$ cat src/rtl/arb_pkg.sv
// Shared helpers for the parking arbiter.
// Assumes the time-to-preempt select is a small code (a few bits wide).
package arb_pkg;
    // Decode a time-to-preempt code into a number of clocks.
    function automatic int unsigned tp_clocks(input int unsigned sel);
        return (sel == 0) ? 0 : (32'd1 << (sel - 1));
    endfunction
endpackage

$ cat src/rtl/arb_rr_pick.sv
// Round-robin selector: finds the first requesting slot after `last`, wrapping.
// `last` itself is the final candidate. Purely combinational.
module arb_rr_pick #(
    parameter int NSLOT = 9,
    localparam int IW = $clog2(NSLOT)
) (
    input  logic [NSLOT-1:0] req,
    input  logic [IW-1:0]    last,
    output logic             hit,
    output logic [IW-1:0]    pick
);
    // Scan from farthest to nearest so the nearest requester wins.
    always_comb begin
        hit  = 1'b0;
        pick = last;
        for (int k = NSLOT; k >= 1; k--) begin
            int t;
            t = int'(last) + k;
            if (t >= NSLOT) t = t - NSLOT;
            if (req[t]) begin
                hit  = 1'b1;
                pick = IW'(t);
            end
        end
    end

    // The chosen slot must be requesting.
    always_comb begin
        if (hit) assert (req[pick]);
    end
endmodule

$ cat src/rtl/arb_wait_timer.sv
// Counts clocks while a master waits behind a busy holder, saturating.
// Raises `expired` once the count reaches the decoded time-to-preempt.
module arb_wait_timer #(
    parameter int SELW = 3,
    localparam int CW = (1 << SELW) - 1
) (
    input  logic            clk,
    input  logic            rst_n,
    input  logic            en,
    input  logic [SELW-1:0] sel,
    output logic            expired
);
    import arb_pkg::*;
    localparam logic [CW-1:0] CMAX = '1;

    logic [CW-1:0] cnt;
    logic [CW-1:0] limit;

    // Decode the select into a clock count.
    always_comb limit = CW'(tp_clocks(int'(sel)));

    // Count while enabled, clear otherwise.
    always_ff @(posedge clk) begin
        if (!rst_n || !en) cnt <= '0;
        else if (cnt != CMAX) cnt <= cnt + 1'b1;
    end

    // Expired when the wait has lasted the programmed time.
    always_comb expired = en && (cnt >= limit);

    AST_CNT_CLR: assert property (@(posedge clk) disable iff (!rst_n)
        !en |=> (cnt == '0));
endmodule

$ cat src/rtl/park_arb.sv
// Central bus arbiter with round-robin choice, timed preemption and parking.
// Assumes bus_idle is synchronous to clk. Grants move only on an idle bus;
// a withdrawn grant is reissued at the next idle cycle.
module park_arb #(
    parameter int NSLOT = 9,
    parameter int SELW  = 3,
    localparam int IW = $clog2(NSLOT)
) (
    input  logic             clk,
    input  logic             rst_n,
    input  logic             strap_ext,
    input  logic             preempt_off,
    input  logic [SELW-1:0]  tp_sel,
    input  logic             park_self,
    input  logic             bus_idle,
    input  logic             own_req,
    input  logic [NSLOT-1:0] req_n,
    output logic [NSLOT-1:0] gnt_n,
    output logic             ext_gnt
);
    logic [IW-1:0]    owner;
    logic             gnt_on;
    logic [NSLOT-1:0] req;
    logic [NSLOT-1:0] own_mask;
    logic             others;
    logic             any_req;
    logic             hit;
    logic [IW-1:0]    pick;
    logic             wait_en;
    logic             expired;

    // Decode active-low requests; ignored in external mode.
    always_comb begin
        req      = strap_ext ? '0 : ~req_n;
        own_mask = NSLOT'(1) << owner;
        others   = |(req & ~own_mask);
        any_req  = |req;
        wait_en  = gnt_on && others && !bus_idle && !strap_ext;
    end

    arb_rr_pick #(.NSLOT(NSLOT)) u_pick (
        .req  (req),
        .last (owner),
        .hit  (hit),
        .pick (pick)
    );

    arb_wait_timer #(.SELW(SELW)) u_timer (
        .clk     (clk),
        .rst_n   (rst_n),
        .en      (wait_en),
        .sel     (tp_sel),
        .expired (expired)
    );

    // Ownership and grant state; held at slot 0 while the strap is high.
    always_ff @(posedge clk) begin
        if (!rst_n || strap_ext) begin
            owner  <= '0;
            gnt_on <= 1'b1;
        end else if (gnt_on) begin
            if (bus_idle && hit && pick != owner) owner <= pick;
            else if (bus_idle && !any_req && park_self) owner <= '0;
            else if (!bus_idle && !preempt_off && expired) gnt_on <= 1'b0;
        end else if (bus_idle) begin
            gnt_on <= 1'b1;
            if (hit) owner <= pick;
            else if (park_self) owner <= '0;
        end
    end

    // Drive pins for the selected mode.
    always_comb begin
        if (strap_ext) begin
            gnt_n    = '1;
            gnt_n[0] = ~own_req;
            ext_gnt  = ~req_n[0];
        end else begin
            gnt_n   = gnt_on ? ~own_mask : '1;
            ext_gnt = 1'b0;
        end
    end

    AST_ONE_GRANT: assert property (@(posedge clk) disable iff (!rst_n)
        !strap_ext |-> ($countones(~gnt_n) <= 1));
    AST_HOLD_BUSY: assert property (@(posedge clk) disable iff (!rst_n)
        (!bus_idle && !strap_ext) |=> (owner == $past(owner)));
    AST_NO_PREEMPT: assert property (@(posedge clk) disable iff (!rst_n)
        (preempt_off && gnt_on && !bus_idle && !strap_ext) |=> gnt_on);
    AST_PARK_LAST: assert property (@(posedge clk) disable iff (!rst_n)
        (gnt_on && !any_req && !park_self && !strap_ext) |=> (gnt_on && $stable(owner)));
    AST_EXT_QUIET: assert property (@(posedge clk) disable iff (!rst_n)
        strap_ext |-> (&gnt_n[NSLOT-1:1]));
endmodule

$ cat config.mk
export PLATFORM = sky130hd
export DESIGN_NAME = park_arb
export DESIGN_NICKNAME = d
export VERILOG_FILES = /design/src/rtl/arb_pkg.sv /design/src/rtl/arb_rr_pick.sv /design/src/rtl/arb_wait_timer.sv /design/src/rtl/park_arb.sv
export SDC_FILE = /design/constraint.sdc
export NUM_CORES = 1
export LEC_CHECK = 0
export BUFFER_PORTS_ARGS = -buffer_cell sky130_fd_sc_hd__buf_2
export CAP_MARGIN = 15
export CORE_ASPECT_RATIO = 0.8
export CORE_MARGIN = 2
export CORE_UTILIZATION = 50
export CTS_BUF_LIST = sky130_fd_sc_hd__clkbuf_4 sky130_fd_sc_hd__clkbuf_8 sky130_fd_sc_hd__clkbuf_16
export CTS_CLUSTER_SIZE = 12
export DETAILED_ROUTE_END_ITERATION = 8
export MAX_ROUTING_LAYER = met4
export PLACE_DENSITY_LB_ADDON = 0.1
export SLEW_MARGIN = 20
export SYNTH_ARGS = -nofsm -noshare
export SYNTH_HDL_FRONTEND = slang
export SYNTH_SLANG_ARGS = --single-unit
$ cat constraint.sdc
create_clock -name clk -period 5.3 [get_ports clk]
set_input_delay 1.06 -clock clk [delete_from_list [all_inputs] [get_ports clk]]
set_output_delay 1.06 -clock clk [all_outputs]
set_load 0.005 [all_outputs]
==> impl_metrics.env <==
export IMPL_synth_edf_count=0
export IMPL_report_power_total_mw=2.55
export IMPL_via_per_inst=6.89
export IMPL_drtIter0Drc=590
export IMPL_synth_seq_cells=12
export IMPL_critical_path_class="register to register"
export IMPL_drive_above_1_share=0.189
export IMPL_hold_class="register to register"
export IMPL_n_antenna_cell=0
export IMPL_grt_setup_unrepaired="no"
export IMPL_vias=5894
export IMPL_synthCells=707
export IMPL_cap_violations=0
export IMPL_ys_types=119
export IMPL_r2r_setup_slack_ns=0.44
export IMPL_nets=774
export IMPL_critical_path_required_ns=5.44
export IMPL_cp_max_fo=9
export IMPL_cts_setup_buffers=0
export IMPL_htreeDepth=1
export IMPL_ys_warnings_count=0
export IMPL_grt_antenna_before_repair=0
export IMPL_fin_util=0.539
export IMPL_layout_common_cells="nor2_1, nand2_1, ha_1"
export IMPL_r2r_cells=15
export IMPL_area_growth_pct=4.08
export IMPL_report_final_slew_viol_count=0
export IMPL_synthArstFlopShare=0
export IMPL_powerDensity_nw_per_um2=459
export IMPL_yosysSeqAreaShare=0.0450
export IMPL_netlist_area_um2=5340
export IMPL_cts_resized=0
export IMPL_fin_hold_ws_ns=0.544
export IMPL_clock_root_buffer="clkbuf_16"
export IMPL_timing_hold_worst_path_depth=2
export IMPL_worstPathArrival_ns=4.99
export IMPL_ir_drop_v=0.000161
export IMPL_cts_sinks=12
export IMPL_die_area_um2=11500
export IMPL_wl_per_cell_um=23.8
export IMPL_cts_max_path_buffers=2
export IMPL_cp_start_kind="register"
export IMPL_grt_overflow=0
export IMPL_mostFrequentLayoutCell="nor2_1"
export IMPL_synth_top_flop_cell="dfxtp_1"
export IMPL_track_usage=0.352
export IMPL_port_buffers=28
export IMPL_grt_pass1_vias=5255
export IMPL_timing_setup_tns_ns=0
export IMPL_avgSynthCellArea_um2=7.55
export IMPL_core_um2=10300
export IMPL_fp_row_count=33
export IMPL_clk_insertion_delay_late_ns=0.25
export IMPL_hold_viol=0
export IMPL_grt_pass1_wl_um=30300
export IMPL_synth_nets=764
export IMPL_drc=0
export IMPL_status="finished, final reports clean"
export IMPL_slew_limit_headroom=0.406
export IMPL_dp_hpwl_um=15800
export IMPL_finalCriticalPeriod_ns=4.86
export IMPL_grt_max_degree=47
export IMPL_dr_pass1_iters=5
export IMPL_skew_ns=0.00245
export IMPL_tritoncts="done"
export IMPL_finalWirelength_um=20300
export IMPL_start_util=0.517
export IMPL_cp_end_kind="register"
export IMPL_hold_buffers=0
export IMPL_reg2reg_from="owner[2]$_SDFFE_PP0P_"
export IMPL_fmax_mhz=206
export IMPL_post_route_period_util=0.917
export IMPL_finalSetupViolations=0
export IMPL_worstMarginPinSlew_ns=0.888
export IMPL_cts_clk_slew_worst_paths_ns=0.05
export IMPL_die_x_um=120
export IMPL_boundaryPins=29
export IMPL_ant_nets=0
export IMPL_holdPathEnd="u_timer.cnt[6]$_SDFFE_PP0P_"
export IMPL_die_h_um=96.4
export IMPL_p_leak_nw=2.15
export IMPL_gp_congestion=1.04
export IMPL_hold_start="u_timer.cnt[6]$_SDFFE_PP0P_"
export IMPL_cts_made_buffers=3
export IMPL_timing_rr_end="owner[1]$_SDFFE_PP0P_"
[synth_stat cells, types with 7 or more instances]
cell type,number,area (µm²)
and2_1,12,75.1
a211oi_1,10,75.1
a211o_1,7,61.3
o211ai_1,11,82.6
mux2i_1,25,250
a21o_1,12,90.1
a31oi_1,8,50.1
inv_1,13,48.8
o2111ai_1,7,61.3
clkbuf_1,7,26.3
nand4_1,9,56.3
nor3_1,19,95.1
dfxtp_1,12,240
o21ai_0,35,175
or2_2,11,68.8
nand3_1,26,130
o22ai_1,7,43.8
mux2_2,8,90.1
and3_1,7,43.8
ha_1,37,463
a21oi_1,35,175
buf_6,15,169
nor4_1,8,50.1
buf_2,12,60.1
nor2_1,71,267
xnor2_1,17,149
nand2_1,52,195
nand2b_1,16,100
a22oi_1,7,52.6
nor2b_1,15,93.8
o31ai_1,7,52.6
[how the worst max path moves through the flow]
stage,depth (start not counted),startpoint,endpoint
after global placement,13,strap_ext,owner[1]$_SDFFE_PP0P_
after detailed placement,15,owner[2]$_SDFFE_PP0P_,owner[1]$_SDFFE_PP0P_
after floorplan,17,owner[2]$_SDFFE_PP0P_,owner[0]$_SDFFE_PP0P_
final,15,owner[2]$_SDFFE_PP0P_,owner[1]$_SDFFE_PP0P_
after CTS,15,owner[2]$_SDFFE_PP0P_,owner[1]$_SDFFE_PP0P_
after global routing,16,owner[1]$_SDFFE_PP0P_,owner[1]$_SDFFE_PP0P_
[kinds of logic after synthesis]
family,count (synthesis),share of synthesized area
simple gates,291,0.301
compound gates,240,0.351
buf+inv,61,0.0773
fa+ha+maj,38,0.0904
mux,37,0.0764
xor+xnor,28,0.0593
flops,12,0.0450
[state kept, by name (all words and copies together), names as in the netlist]
signal,count
owner,4
gnt_on,1
u_timer.cnt,7
[metrics by stage]
stage          cell area [µm²]  setup WS [ns]  cells
2_1_floorplan             5340          0.627    707
3_3_place_gp              5470          0.576    852
3_5_place_dp              5470          0.544    852
4_1_cts                   5560          0.525    856
5_1_grt                   5560          0.171    856
6_report                  5560          0.441    856
[layout make-up]
type	instances	area (µm²)
fillers	1014	4760
multi-input cells	634	4690
repair buffers	49	298
flip-flops and latches	12	243
well taps	140	175
clock buffers	4	88.8
inverters	17	66.3
[power by group]
group          internal [mW]  total (mW)  switching [mW]
logic                  0.889        2.28            1.40
registers             0.0975       0.110          0.0126
clock network          0.114       0.157          0.0429
[metal layers]
layer	routed length (µm)	vias to the layer above	track usage
met2	8580	362	0.535
met3	2290	53	0.0863
met4	674	0	0.117
met5	0	-	-
met1	8800	2773	0.462
li1	-	2706	-
[worst max-delay path, stage by stage, from the launching register on]
cell	delay [ns]
dfxtp_1	0.35
clkinv_1	0.35
ha_1	0.44
a21boi_0	0.18
ha_1	0.44
a211oi_1	0.38
a21oi_1	0.18
a2111oi_4	0.41
o21a_1	0.23
mux2_2	0.34
o31ai_1	0.43
a21o_1	0.20
a211oi_2	0.07
a211oi_2	0.28
a21oi_1	0.17
a32o_2	0.30
Note: power is estimated with default switching activity, not from simulation.
